==> src/rtl/sram_byte_ctl_pkg.sv <==
`timescale 1ns/1ps
// Shared types and compile-time helpers for the byte-lane SRAM controller.
// Assumes all timing values are non-negative integers in nanoseconds.
package sram_byte_ctl_pkg;

    // Sequencer states; read and write paths are disjoint after IDLE.
    typedef enum logic [2:0] {
        ST_IDLE,
        ST_RD_ASSERT,
        ST_RD_WAIT,
        ST_RD_CAPTURE,
        ST_WR_SETUP,
        ST_WR_PULSE,
        ST_WR_RELEASE
    } seq_state_t;

    // Round a nanosecond time up to whole clock cycles; zero stays zero.
    function automatic int ns_to_cycles(input int t_ns, input int period_ns);
        if (t_ns <= 0) return 0;
        return (t_ns + period_ns - 1) / period_ns;
    endfunction

    // Larger of two integers.
    function automatic int imax(input int a, input int b);
        return (a > b) ? a : b;
    endfunction

endpackage

==> src/rtl/sram_ctl_timer.sv <==
`timescale 1ns/1ps
// Down-counter that sets how long the sequencer stays in a timed state.
// Loaded with (length - 1) when a state is entered; zero marks the last cycle.
// Assumes a load value never exceeds 2**TW - 1.
module sram_ctl_timer #(
    parameter int TW = 2
) (
    input  logic          clk,
    input  logic          rst_n,
    input  logic          load,
    input  logic [TW-1:0] load_val,
    output logic          zero
);

    logic [TW-1:0] cnt_q;

    // Load on state entry, otherwise count down and stop at zero.
    always_ff @(posedge clk) begin
        if (!rst_n) begin
            cnt_q <= '0;
        end else if (load) begin
            cnt_q <= load_val;
        end else if (cnt_q != '0) begin
            cnt_q <= cnt_q - 1'b1;
        end
    end

    assign zero = (cnt_q == '0);

endmodule

==> src/rtl/sram_ctl_seq.sv <==
`timescale 1ns/1ps
// Access sequencer: walks the read or write state path and produces
// registered RAM strobes, the data-drive enable and the completion pulse.
// Assumes every *_LEN parameter is at least 1 and fits in TW bits once reduced by one.
module sram_ctl_seq
    import sram_byte_ctl_pkg::*;
#(
    parameter int LANES     = 2,
    parameter int TW        = 2,
    parameter int SETUP_LEN = 1,
    parameter int PULSE_LEN = 1,
    parameter int REL_LEN   = 1,
    parameter int WAIT_LEN  = 1
) (
    input  logic             clk,
    input  logic             rst_n,
    input  logic             req_valid,
    input  logic             req_write,
    input  logic [LANES-1:0] req_mask,
    input  logic             tmr_zero,
    output logic             accept,
    output logic             capture,
    output logic             ready,
    output logic             done,
    output logic             cs_n,
    output logic             oe_n,
    output logic             we_n,
    output logic [LANES-1:0] be_n,
    output logic             drive,
    output logic             tmr_load,
    output logic [TW-1:0]    tmr_val
);

    localparam logic [TW-1:0] SETUP_LOAD = TW'(SETUP_LEN - 1);
    localparam logic [TW-1:0] PULSE_LOAD = TW'(PULSE_LEN - 1);
    localparam logic [TW-1:0] REL_LOAD   = TW'(REL_LEN - 1);
    localparam logic [TW-1:0] WAIT_LOAD  = TW'(WAIT_LEN - 1);

    seq_state_t       state_q, state_d;
    logic             cs_q, oe_q, we_q, drv_q, done_q;
    logic             cs_d, oe_d, we_d, drv_d, done_d;
    logic [LANES-1:0] be_q, be_d;

    assign accept = (state_q == ST_IDLE) && req_valid;
    assign ready  = (state_q == ST_IDLE);

    // Next-state and next-strobe decode for both access paths.
    always_comb begin
        state_d  = state_q;
        cs_d     = cs_q;
        oe_d     = oe_q;
        we_d     = we_q;
        be_d     = be_q;
        drv_d    = drv_q;
        done_d   = 1'b0;
        tmr_load = 1'b0;
        tmr_val  = '0;
        capture  = 1'b0;
        unique case (state_q)
            ST_IDLE: begin
                if (accept) begin
                    if (req_mask == '0) begin
                        done_d = 1'b1;
                    end else if (req_write) begin
                        state_d  = ST_WR_SETUP;
                        cs_d     = 1'b0;
                        be_d     = ~req_mask;
                        drv_d    = 1'b1;
                        tmr_load = 1'b1;
                        tmr_val  = SETUP_LOAD;
                    end else begin
                        state_d = ST_RD_ASSERT;
                        cs_d    = 1'b0;
                        be_d    = ~req_mask;
                    end
                end
            end
            ST_RD_ASSERT: begin
                state_d  = ST_RD_WAIT;
                oe_d     = 1'b0;
                tmr_load = 1'b1;
                tmr_val  = WAIT_LOAD;
            end
            ST_RD_WAIT: begin
                if (tmr_zero) state_d = ST_RD_CAPTURE;
            end
            ST_RD_CAPTURE: begin
                capture = 1'b1;
                state_d = ST_IDLE;
                cs_d    = 1'b1;
                oe_d    = 1'b1;
                be_d    = '1;
                done_d  = 1'b1;
            end
            ST_WR_SETUP: begin
                if (tmr_zero) begin
                    state_d  = ST_WR_PULSE;
                    we_d     = 1'b0;
                    tmr_load = 1'b1;
                    tmr_val  = PULSE_LOAD;
                end
            end
            ST_WR_PULSE: begin
                if (tmr_zero) begin
                    state_d  = ST_WR_RELEASE;
                    we_d     = 1'b1;
                    tmr_load = 1'b1;
                    tmr_val  = REL_LOAD;
                end
            end
            ST_WR_RELEASE: begin
                if (tmr_zero) begin
                    state_d = ST_IDLE;
                    cs_d    = 1'b1;
                    be_d    = '1;
                    drv_d   = 1'b0;
                    done_d  = 1'b1;
                end
            end
            default: state_d = ST_IDLE;
        endcase
    end

    // State and strobe registers; reset parks every strobe high.
    always_ff @(posedge clk) begin
        if (!rst_n) begin
            state_q <= ST_IDLE;
            cs_q    <= 1'b1;
            oe_q    <= 1'b1;
            we_q    <= 1'b1;
            be_q    <= '1;
            drv_q   <= 1'b0;
            done_q  <= 1'b0;
        end else begin
            state_q <= state_d;
            cs_q    <= cs_d;
            oe_q    <= oe_d;
            we_q    <= we_d;
            be_q    <= be_d;
            drv_q   <= drv_d;
            done_q  <= done_d;
        end
    end

    assign cs_n  = cs_q;
    assign oe_n  = oe_q;
    assign we_n  = we_q;
    assign be_n  = be_q;
    assign drive = drv_q;
    assign done  = done_q;

endmodule

==> src/rtl/sram_ctl_dpath.sv <==
`timescale 1ns/1ps
// Datapath: holds address, write data and lane mask for the access in flight,
// and captures read data lane by lane, clearing lanes the mask left out.
// Assumes DATA_W is a whole multiple of LANE_W.
module sram_ctl_dpath #(
    parameter int ADDR_W = 16,
    parameter int DATA_W = 16,
    parameter int LANE_W = 8,
    parameter int LANES  = DATA_W / LANE_W
) (
    input  logic              clk,
    input  logic              rst_n,
    input  logic              accept,
    input  logic              capture,
    input  logic [ADDR_W-1:0] req_addr,
    input  logic [LANES-1:0]  req_mask,
    input  logic [DATA_W-1:0] req_wdata,
    input  logic [DATA_W-1:0] dq_in,
    output logic [ADDR_W-1:0] mem_addr,
    output logic [DATA_W-1:0] dq_out,
    output logic [DATA_W-1:0] rd_data
);

    logic [LANES-1:0] mask_q;

    // Latch the request fields when the sequencer takes a request.
    always_ff @(posedge clk) begin
        if (!rst_n) begin
            mem_addr <= '0;
            dq_out   <= '0;
            mask_q   <= '0;
        end else if (accept) begin
            mem_addr <= req_addr;
            dq_out   <= req_wdata;
            mask_q   <= req_mask;
        end
    end

    // One capture register per lane; a lane outside the mask reads as zero.
    for (genvar g = 0; g < LANES; g++) begin : g_lane
        always_ff @(posedge clk) begin
            if (!rst_n) begin
                rd_data[g*LANE_W +: LANE_W] <= '0;
            end else if (capture) begin
                rd_data[g*LANE_W +: LANE_W] <= mask_q[g] ? dq_in[g*LANE_W +: LANE_W] : '0;
            end
        end
    end

endmodule

==> src/rtl/sram_byte_ctl.sv <==
`timescale 1ns/1ps
// Top of the byte-lane asynchronous SRAM controller. Converts the RAM's
// nanosecond timing limits to cycle counts, then ties the sequencer, the
// state timer and the datapath together. The data pins are split into
// out / drive-enable / in so that the pad ring owns the tristate.
module sram_byte_ctl
    import sram_byte_ctl_pkg::*;
#(
    parameter int ADDR_W  = 16,
    parameter int DATA_W  = 16,
    parameter int LANE_W  = 8,
    parameter int CLK_NS  = 8,
    parameter int T_RC_NS = 12,
    parameter int T_AA_NS = 12,
    parameter int T_OE_NS = 6,
    parameter int T_WC_NS = 12,
    parameter int T_WP_NS = 8,
    parameter int T_DW_NS = 6,
    parameter int T_AS_NS = 0,
    parameter int T_WR_NS = 0,
    parameter int T_DH_NS = 0
) (
    input  logic                         clk,
    input  logic                         rst_n,
    input  logic                         req_valid,
    input  logic                         req_write,
    input  logic [ADDR_W-1:0]            req_addr,
    input  logic [DATA_W/LANE_W-1:0]     req_mask,
    input  logic [DATA_W-1:0]            req_wdata,
    output logic                         req_ready,
    output logic                         done,
    output logic [DATA_W-1:0]            rd_data,
    output logic [ADDR_W-1:0]            mem_addr,
    output logic                         mem_cs_n,
    output logic                         mem_oe_n,
    output logic                         mem_we_n,
    output logic [DATA_W/LANE_W-1:0]     mem_be_n,
    output logic [DATA_W-1:0]            mem_dq_out,
    output logic                         mem_dq_drive,
    input  logic [DATA_W-1:0]            mem_dq_in
);

    localparam int LANES = DATA_W / LANE_W;

    localparam int C_RC = ns_to_cycles(T_RC_NS, CLK_NS);
    localparam int C_AA = ns_to_cycles(T_AA_NS, CLK_NS);
    localparam int C_OE = ns_to_cycles(T_OE_NS, CLK_NS);
    localparam int C_WC = ns_to_cycles(T_WC_NS, CLK_NS);
    localparam int C_WP = ns_to_cycles(T_WP_NS, CLK_NS);
    localparam int C_DW = ns_to_cycles(T_DW_NS, CLK_NS);
    localparam int C_AS = ns_to_cycles(T_AS_NS, CLK_NS);
    localparam int C_WR = ns_to_cycles(T_WR_NS, CLK_NS);
    localparam int C_DH = ns_to_cycles(T_DH_NS, CLK_NS);

    // Write phases: setup with data driven, pulse, release with data held.
    localparam int SETUP_LEN = imax(C_AS, 1);
    localparam int PULSE_LEN = imax(imax(C_WP, C_DW), 1);
    localparam int REL_LEN   = imax(imax(imax(C_WR, C_DH), 1), C_WC - SETUP_LEN - PULSE_LEN);
    // Read wait: the assert cycle already counts toward address access.
    localparam int WAIT_LEN  = imax(imax(imax(C_AA - 1, C_OE), 1), C_RC - 2);

    localparam int LEN_MAX = imax(imax(SETUP_LEN, PULSE_LEN), imax(REL_LEN, WAIT_LEN));
    localparam int TW      = imax($clog2(LEN_MAX + 1), 1);

    logic          accept;
    logic          capture;
    logic          tmr_load;
    logic [TW-1:0] tmr_val;
    logic          tmr_zero;

    sram_ctl_seq #(
        .LANES    (LANES),
        .TW       (TW),
        .SETUP_LEN(SETUP_LEN),
        .PULSE_LEN(PULSE_LEN),
        .REL_LEN  (REL_LEN),
        .WAIT_LEN (WAIT_LEN)
    ) u_seq (
        .clk      (clk),
        .rst_n    (rst_n),
        .req_valid(req_valid),
        .req_write(req_write),
        .req_mask (req_mask),
        .tmr_zero (tmr_zero),
        .accept   (accept),
        .capture  (capture),
        .ready    (req_ready),
        .done     (done),
        .cs_n     (mem_cs_n),
        .oe_n     (mem_oe_n),
        .we_n     (mem_we_n),
        .be_n     (mem_be_n),
        .drive    (mem_dq_drive),
        .tmr_load (tmr_load),
        .tmr_val  (tmr_val)
    );

    sram_ctl_timer #(
        .TW(TW)
    ) u_timer (
        .clk     (clk),
        .rst_n   (rst_n),
        .load    (tmr_load),
        .load_val(tmr_val),
        .zero    (tmr_zero)
    );

    sram_ctl_dpath #(
        .ADDR_W(ADDR_W),
        .DATA_W(DATA_W),
        .LANE_W(LANE_W),
        .LANES (LANES)
    ) u_dpath (
        .clk      (clk),
        .rst_n    (rst_n),
        .accept   (accept),
        .capture  (capture),
        .req_addr (req_addr),
        .req_mask (req_mask),
        .req_wdata(req_wdata),
        .dq_in    (mem_dq_in),
        .mem_addr (mem_addr),
        .dq_out   (mem_dq_out),
        .rd_data  (rd_data)
    );

endmodule

==> config.mk <==
export PLATFORM = sky130hd
export DESIGN_NAME = sram_byte_ctl
export DESIGN_NICKNAME = d
export VERILOG_FILES = /design/src/rtl/sram_byte_ctl_pkg.sv /design/src/rtl/sram_ctl_timer.sv /design/src/rtl/sram_ctl_seq.sv /design/src/rtl/sram_ctl_dpath.sv /design/src/rtl/sram_byte_ctl.sv
export SDC_FILE = /design/constraint.sdc
export NUM_CORES = 1
export LEC_CHECK = 0
export ABC_AREA = 0
export BUFFER_PORTS_ARGS = -buffer_cell sky130_fd_sc_hd__buf_2
export CAP_MARGIN = 5
export CORE_MARGIN = 2
export CORE_UTILIZATION = 49
export CTS_CLUSTER_DIAMETER = 40
export DETAILED_ROUTE_END_ITERATION = 16
export PLACE_DENSITY_LB_ADDON = 0.2
export SETUP_SLACK_MARGIN = 0.2
export SLEW_MARGIN = 20
export SYNTH_ARGS = -nofsm -noshare
export SYNTH_HDL_FRONTEND = slang
export SYNTH_SLANG_ARGS = --single-unit
export TNS_END_PERCENT = 50
==> constraint.sdc <==
create_clock -name clk -period 3.8 [get_ports clk]
set_input_delay 0.38 -clock clk [delete_from_list [all_inputs] [get_ports clk]]
set_output_delay 0.38 -clock clk [all_outputs]
set_load 0.01 [all_outputs]
==> impl_metrics.toml, run 1 <==
[setup_path]
slowest_stage = "nor4b_4"
endpoint_kind = "flop"
cp_data_required_time_ns = 3.98
startpoint_type = "flop"
path_cells = "nor4b_4, buf_4, and2_1, o211ai_1"
crit_fanout = 25
arrival_ns = 2.20
critPathBufInv = 1
cpPeakStageDelay_ns = 0.74
cp_top_family = "simple AND/OR/NAND/NOR gates"
crit_type = "flop to flop"

[final_layout]
area.growth.synth_to_final_pct = 30.2
final_core_util_pct = 67.0
nNetsFinal = 401
final_layout_size_suffix_gt1_share_pct = 36.3
num_antenna_cells = 0
stdcell_area_um2 = 2940

[pwr]
ir_worst_vdd_v = 0.000374
p_per_area_nw_per_um2 = 665
p_leak_nw = 1.39

[route]
wl_met1_um = 2520
wl_met2_um = 2300
top_layer_used = "met4"
initialDrtViolationCount = 129
totalWireLength_um = 5320
wl_per_cell_um = 13.2
vias_per_cell = 5.16
dr_wl_met3_um = 393
drcViolationCount = 0
ant_nets = 0
firstDrtPassIters = 4
num_vias = 2073

[sta]
worst_hold_slack_ns = 0.261
setup-tns-final_ns = 0
setup_violations = 0
rsz0062_at_grt = "no"
skew_ns = 0.00458
max_freq_mhz = 495
hold_violations = 0
finalCritPeriodShare_pct = 53.2
slew_headroom_pct = 47.2
min_period_ns = 2.02
tightest_slew_ns = 0.789
report.final.slew_viol_count = 0

[clock_network]
clock_path_buffers = 2
numCtsBuffers = 9
postCtsResizedCells = 0
postCtsSetupBuffers = 0
clkTransAtPathRegs_ns = 0.06
cts.sinks = 61
root_buffer = "clkbuf_8"
hold_buffers = 0
cts_max_level = 3
tritoncts = "built"
clock_latency_ns = 0.33

[die]
rows = 24
die_w_um = 71.8
dieArea_um2 = 5160
fp.dieH_um = 71.8
io_pins = 110
core-area_um2 = 4380
start_util_pct = 51.4

[global_routing]
grt_pass1_vias = 1874
grt_usage_pct = 21.5
antenna_found_initial = 0
grt_pass1_wl_um = 8650
overflow = 0
grt_max_degree = 36

[place]
place_congestion = 0.791
placed_cell_area_um2 = 2740
port_buffers = 109
dp_hpwl_um = 3640

[yosys]
ys_warn_count = 0
synth_top_area_cell = "dfxtp_1"
ys_seq_area_share_pct = 54.2
synth-edff-count = 0
syn_avg_cell_area_um2 = 9.20
synth_seq_cells = 61
ys_async_sr_fraction_pct = 0
synth_cell_types = 35
syn_area_um2 = 2250
synth_top_area_share_pct = 54.2
synth_area_leaders = "dfxtp_1 54%, nand2_1 12%, a21oi_1 8.2%"
ys.flop_type = "dfxtp_1"
postSynthCellCount = 245
syn-num-nets = 299

[min_path]
hold_class = "input pin to flop"

[run]
max_cap_violations = 0

[run_status]
outcome = "complete, no violations"
## Yosys cell counts, types with 2 or more instances
cell	instances
nand2_1	71
dfxtp_1	61
a21oi_1	37
a22o_1	16
buf_6	7
buf_2	6
clkbuf_1	5
and2_1	4
inv_1	3
nor3b_1	3
o21ai_0	3
buf_4	2
mux2i_1	2
nand2b_1	2
o211ai_1	2
o21a_1	2
## per-layer routing
metal / up-vias / global-route usage [%]
met1: 946 / 29.8
li1: 1030 / -
met3: 12 / 5.06
met2: 85 / 31.4
met4: 0 / 10.7
met5: - / 0
## stage by stage
step | worst slack (ns) | cells | power (mW)
3_5_place_dp | 1.77 | 388 | 1.39
2_1_floorplan | 2.41 | 245 | 1.27
6_report | 1.78 | 402 | 1.95
3_3_place_gp | 1.82 | 388 | 1.38
5_1_grt | 1.56 | 402 | 2.08
4_1_cts | 1.77 | 402 | 1.97
## state kept, by name, indices dropped and copies added (netlist names)
name / flops
u_dpath.dq_out: 16
u_seq.oe_n: 1
u_seq.done: 1
u_seq.cs_n: 1
u_dpath.mem_addr: 16
u_timer.cnt_q: 1
u_dpath.mask_q: 2
u_seq.be_n: 2
u_seq.drive: 1
u_seq.we_n: 1
u_dpath.rd_data: 16
u_seq.state_q: 3
## where the power goes
part	internal, mW	switching (mW)
sequential	0.750	0.0974
combinational	0.216	0.311
clock	0.350	0.229
total	1.32	0.638
## path summary, 6_finish.rpt
kind                                   startpoint                  to  slack, ns  cells past startpoint
worst max-delay path             u_seq.state_q[1]       u_seq.be_n[0]       1.78                      4
worst min-delay path                 mem_dq_in[2]  u_dpath.rd_data[2]       0.26                      2
worst max register to register   u_seq.state_q[1]       u_seq.be_n[0]       1.78                      4
worst min register to register  u_dpath.dq_out[7]   u_dpath.dq_out[7]       0.45                      2
## worst reg2reg max path, cell delays in order, from the launching register on
cell and delay (ns):
dfxtp_1 0.49, nor4b_4 0.74, buf_4 0.39, and2_1 0.17
o211ai_1 0.09
## cell type report
class | count | area, um2
Clock buffer | 13 | 169
Clock inverter | 1 | 30.0
Fill cell | 391 | 1450
Multi-Input combinational cell | 161 | 880
Timing Repair Buffer | 111 | 561
Sequential cell | 61 | 1220
Tap cell | 52 | 65.1
Inverter | 3 | 11.3
## logic make-up after synthesis
group | share of synthesized area [%]
buf+inv | 6.83
other cells | 0.166
mux | 0.888
flops | 54.2
xor+xnor | 0.389
simple gates | 18.6
compound gates | 19.0
## placed cells by master (no fill, tap or decap), types with 3 or more instances in the layout
cell	netlist	layout
buf_2	6	109
nand2_1	71	71
dfxtp_1	61	61
a21oi_1	37	37
a22o_1	16	16
clkbuf_8	0	12
and2_1	4	4
inv_1	3	3
nor3b_1	3	3
o21ai_0	3	3
Note: power is estimated with default switching activity, not from simulation.
==> inputs of run 2 (changes only) <==
--- a/config.mk
+++ b/config.mk
@@ -5,11 +5,11 @@
 export SDC_FILE = /design/constraint.sdc
 export NUM_CORES = 1
 export LEC_CHECK = 0
-export ABC_AREA = 0
+export ABC_AREA = 1
 export BUFFER_PORTS_ARGS = -buffer_cell sky130_fd_sc_hd__buf_2
 export CAP_MARGIN = 5
 export CORE_MARGIN = 2
-export CORE_UTILIZATION = 49
+export CORE_UTILIZATION = 47
 export CTS_CLUSTER_DIAMETER = 40
 export DETAILED_ROUTE_END_ITERATION = 16
 export PLACE_DENSITY_LB_ADDON = 0.2
==> constraint.sdc (replaced) <==
create_clock -name clk -period 1.91 [get_ports clk]
set_input_delay 0.191 -clock clk [delete_from_list [all_inputs] [get_ports clk]]
set_output_delay 0.191 -clock clk [all_outputs]
set_load 0.01 [all_outputs]
==> run 2 against run 1 <==
Compared with the run above:
- cell count up 19%
- via count up 7.8%
- register-to-register slack worse by 1.4 ns
- global-route usage down 2.3 points
- largest cell class unchanged
- power up 110%
- routed wire length up 1.5%
- count of clock-buffer cells in the layout up 1
- highest routed layer unchanged
==> impl_metrics.toml, run 2 <==
[clock_network]
cts_max_level = 3
clock_path_buffers = 2
clock_latency_ns = 0.32
numCtsBuffers = 9
postCtsResizedCells = 0
postCtsSetupBuffers = 0
cts.sinks = 61
clkTransAtPathRegs_ns = 0.06
root_buffer = "clkbuf_8"
hold_buffers = 0
tritoncts = "built"

[final_layout]
regArea_um2 = 1220
multi_input_area_um2 = 1050
final_cell_mix = "109 x buf_2, 76 x nand2_1, 61 x dfxtp_1, 30 x nand2_2, 30 x a21oi_2"
area.growth.synth_to_final_pct = 28.7
top_regs = "u_dpath.dq_out (16), u_dpath.mem_addr (16), u_dpath.rd_data (16)"
final_common_cell = "buf_2"
stdcell_area_um2 = 3220
n_fill_cell = 487
num_antenna_cells = 0
nNetsFinal = 458
final_layout_size_suffix_gt1_share_pct = 47.3

[route]
initialDrtViolationCount = 119
vias_per_cell = 4.67
num_vias = 2234
firstDrtPassIters = 4
totalWireLength_um = 5400
wl_per_cell_um = 11.3
ant_nets = 0
drcViolationCount = 0

[setup_path]
r2r_end = "u_dpath.dq_out[13]"
path_cells = "inv_4, nand2_4, nor2_8, nand2_4, clkinv_4, nand2_2, a21oi_2"
cp_data_required_time_ns = 2.10
arrival_ns = 1.72
reg2regPathDepth = 7
startpoint_type = "flop"
cpPeakStageDelay_ns = 0.54
reg2reg_slack_ns = 0.39
crit_type = "flop to flop"
slowest_stage = "dfxtp_1"
worstReg2RegStart = "u_seq.state_q[1]"
endpoint_kind = "flop"
critPathBufInv = 2
crit_fanout = 34
cp_top_family = "flip-flops"
path_common_cell = "nand2_4"

[global_routing]
antenna_found_initial = 0
grt_max_degree = 35
grt_pass1_vias = 2183
grt_usage_pct = 19.2
overflow = 0
grt_pass1_wl_um = 9180

[yosys]
netlist_top_cells_count = "76 x nand2_1, 61 x dfxtp_1, 30 x a21oi_2, 30 x nand2_2, 23 x inv_1"
ys_warn_count = 0
ys.flop_type = "dfxtp_1"
synth_top_area_cell = "dfxtp_1"
ys_seq_area_share_pct = 48.8
postSynthCellCount = 295
synth_most_common_cell = "nand2_1"
syn_avg_cell_area_um2 = 8.48
synth_area_leaders = "dfxtp_1 49%, nand2_1 11%, a21oi_2 11%"
synth_cell_types = 23
ys_async_sr_fraction_pct = 0
syn_area_um2 = 2500
synth_seq_cells = 61
syn-num-nets = 349
synth_top_area_share_pct = 48.8
synth-edff-count = 0

[die]
core-area_um2 = 5110
rows = 26
dieArea_um2 = 5920
fp.dieH_um = 77.0
start_util_pct = 49.0
io_pins = 110
die_w_um = 77.0

[sta]
setup-tns-final_ns = 0
layout_setup_ws_ns = 0.387
skew_ns = 0.00869
hold_violations = 0
finalCritPeriodShare_pct = 79.7
min_period_ns = 1.52
worst_hold_slack_ns = 0.106
max_freq_mhz = 657
rsz0062_at_grt = "no"
report.final.slew_viol_count = 0
setup_violations = 0

[pwr]
p_leak_nw = 1.55
p_per_area_nw_per_um2 = 1280
ir_worst_vdd_v = 0.000897
total_power_mw = 4.11

[min_path]
hold_class = "input pin to flop"
holdPathEnd = "u_dpath.rd_data[3]"
hold_path_depth = 3
worstHoldStart = "mem_dq_in[3]"

[place]
port_buffers = 109
post-place-ws_ns = 0.401
place_congestion = 0.882
dp_hpwl_um = 3760
placed_cell_area_um2 = 3040

[run_status]
outcome = "complete, no violations"

[run]
max_cap_violations = 0
-- run 2: final cells by class --
cell class                      count  area share [%]
Inverter                           28            3.50
Clock inverter                      1           0.155
Sequential cell                    61            37.9
Tap cell                           70            2.72
Clock buffer                       14            5.36
Timing Repair Buffer              111            17.8
Multi-Input combinational cell    193            32.6
-- run 2: logic make-up (layout without fill, tap and decap cells) --
kind of cell / after synthesis / after routing / share of synthesized area (%)
compound gates: 62 / 62 / 17.1
other cells: 1 / 1 / 0.150
flops: 61 / 61 / 48.8
buf+inv: 41 / 154 / 9.30
simple gates: 130 / 130 / 24.7
-- run 2: how the worst max path moves through the flow --
stage / from / end / slack, ns / cells after the start
after floorplan: u_seq.state_q[1] / u_dpath.dq_out[10] / 0.73 / 8
after global placement: u_seq.state_q[1] / u_dpath.dq_out[12] / 0.43 / 7
after detailed placement: u_seq.state_q[1] / u_dpath.dq_out[7] / 0.40 / 7
after CTS: u_seq.state_q[1] / u_dpath.dq_out[0] / 0.39 / 7
after global routing: u_seq.state_q[1] / u_dpath.dq_out[2] / 0.24 / 7
final: u_seq.state_q[1] / u_dpath.dq_out[13] / 0.39 / 7
-- run 2: worst min-delay path: stages --
cell and delay, ns:
buf_2 0.09, inv_1 0.04, o21ai_1 0.05
-- run 2: routing by layer --
metal | global-route usage [%] | up-vias | share of wire (%)
met5 | 0 | - | 0
met4 | 9.82 | 0 | 1.5
met3 | 4.59 | 9 | 5.6
met2 | 32.5 | 68 | 49
met1 | 22.4 | 1004 | 44
li1 | - | 1153 | -
-- run 2: power breakdown --
part	switching, mW	leakage [nW]	internal, mW	total, mW
Clock	0.447	0.0926	0.569	1.02
Combinational	0.897	0.959	0.529	1.43
Sequential	0.165	0.498	1.50	1.67
Total	1.51	1.55	2.60	4.11
-- run 2: stage by stage --
step                cells  utilization (%)
finish                478             63.1
global route          478             63.1
CTS                   478             63.1
detailed placement    463             59.6
global placement      463             59.6
floorplan             295                -
==> inputs of run 3 (changes only) <==
--- a/config.mk
+++ b/config.mk
@@ -9,7 +9,7 @@
 export BUFFER_PORTS_ARGS = -buffer_cell sky130_fd_sc_hd__buf_2
 export CAP_MARGIN = 5
 export CORE_MARGIN = 2
-export CORE_UTILIZATION = 47
+export CORE_UTILIZATION = 42
 export CTS_CLUSTER_DIAMETER = 40
 export DETAILED_ROUTE_END_ITERATION = 16
 export PLACE_DENSITY_LB_ADDON = 0.2
==> constraint.sdc (replaced) <==
create_clock -name clk -period 1.4 [get_ports clk]
set_input_delay 0.14 -clock clk [delete_from_list [all_inputs] [get_ports clk]]
set_output_delay 0.14 -clock clk [all_outputs]
set_load 0.01 [all_outputs]
==> run 3 against run 2 <==
Compared with the run above:
- via count decreased by 0.40%
- count of clock-buffer cells in the layout is the same
- design area grew 5.4%
- sequential cell count is the same
- highest routed layer unchanged
- critical endpoint is now req_ready
- non-clock buffer count up 5
- largest power group is now combinational cells
- first-iteration DRC count fell by 39%
==> impl_metrics.toml, run 3 (synthesis results as in run 2) <==
[run_status]
outcome = "complete, no violations"

[die]
fp.dieH_um = 81.2
dieArea_um2 = 6590
start_util_pct = 42.8
rows = 28
die_w_um = 81.2
core-area_um2 = 5850
io_pins = 110

[pwr]
internal_power_mw = 3.75
p_sw_share_pct = 36.9
power_frac_clock_pct = 23.3
power.switching_mw = 2.20
power.share.combinational_pct = 38.4
ir_worst_vdd_v = 0.000896
p_per_area_nw_per_um2 = 1750
seqPwrFrac_pct = 38.2
total_power_mw = 5.95
p_leak_nw = 1.60

[clock_network]
root_buffer = "clkbuf_8"
numCtsBuffers = 9
clock_path_buffers = 2
hold_buffers = 0
clkTransAtPathRegs_ns = 0.07
cts_max_level = 3
clock_latency_ns = 0.32
cts.sinks = 61
tritoncts = "built"

[run]
max_cap_violations = 0

[route]
num_vias = 2225
vias_per_cell = 4.56
ant_nets = 0
firstDrtPassIters = 4
drcViolationCount = 0
totalWireLength_um = 5450
wl_per_cell_um = 11.2
initialDrtViolationCount = 72

[global_routing]
grt_util_met1_pct = 18.9
grt_usage_pct = 16.4
antenna_found_initial = 0
gr-usage-met2_pct = 27.3
overflow = 0
grt_pass1_wl_um = 8270
grt_pass1_vias = 1950
grt_max_degree = 35
gr-max-usage-layer = "met2"
grtUsageMet3_pct = 6.56

[final_layout]
final_layout_size_suffix_gt1_share_pct = 51.1
top_regs = "u_dpath.dq_out (16), u_dpath.mem_addr (16), u_dpath.rd_data (16)"
num_antenna_cells = 0
final_common_cell = "buf_2"
nNetsFinal = 463
final_cell_mix = "108 x buf_2, 73 x nand2_1, 58 x dfxtp_1, 33 x nand2_2, 30 x a21oi_2"
final_core_util_pct = 58.0
area.growth.synth_to_final_pct = 35.7

[setup_path]
startpoint_type = "flop"
crit_type = "flop to primary output"
arrival_ns = 1.07
endpoint_kind = "primary output"
crit_fanout = 4
cp_data_required_time_ns = 1.26

[sta]
worst_hold_slack_ns = 0.0540
finalCritPeriodShare_pct = 86.8
rsz0062_at_grt = "yes"
setup-tns-final_ns = 0
hold_violations = 0
max_freq_mhz = 823
skew_ns = 0.00965
report.final.slew_viol_count = 0
setup_violations = 0
min_period_ns = 1.21

[place]
port_buffers = 109
dp_hpwl_um = 3890
place_congestion = 0.828

[min_path]
hold_class = "input pin to flop"
-- run 3: worst paths after layout --
path | from | end | slack (ns) | cells past startpoint
worst max-delay path | u_seq.state_q[0] | req_ready | 0.19 | 4
worst max register to register | u_seq.state_q[0] | u_dpath.mem_addr[11] | 0.23 | 7
worst min-delay path | mem_dq_in[7] | u_dpath.rd_data[7] | 0.05 | 3
worst min register to register | u_seq.cs_n | u_seq.cs_n | 0.45 | 2
-- run 3: final cells by class --
cell class,instances,area [um2]
Clock buffer,14,173
Timing Repair Buffer,116,649
Sequential cell,61,1230
Tap cell,75,93.8
Fill cell,576,2460
Multi-Input combinational cell,193,1110
Inverter,28,139
Clock inverter,1,5.00
-- run 3: power by group through the flow --
stage,sequential (mW),clock [mW],combinational [mW]
6_report,2.27,1.39,2.28
5_1_grt,2.31,1.52,2.54
4_1_cts,2.26,1.45,2.11
3_5_place_dp,2.28,0,2.05
3_3_place_gp,2.28,0,2.02
2_1_floorplan,2.35,0,1.53
-- run 3: worst max-delay path, stage by stage, from the launching register on --
cell	delay, ns
dfxtp_2	0.35
inv_4	0.08
nand2_4	0.06
nor2_8	0.14
buf_6	0.13
-- run 3: through the flow --
step / instance area, um2 / setup WS [ns] / instances
after detailed placement: 3080 / 0.0215 / 471
after floorplan: 2500 / 0.224 / 295
after global routing: 3390 / 0.126 / 488
after global placement: 3080 / 0.0544 / 471
final: 3390 / 0.185 / 488
after CTS: 3310 / 0.174 / 488
-- run 3: routing by layer --
metal / share of wire [%] / routed length (um)
met1: 44 / 2420
met2: 48 / 2610
met3: 7.2 / 392
met4: 0.46 / 25
met5: 0 / 0
-- run 3: timing repair --
action | CTS | global route
setup endpoints to repair | 59 | 58
endpoints found under the hold margin | 0 | 0
buffers inserted | 2 | 0
resized for setup | 9 | 20
pin swaps | 0 | 1
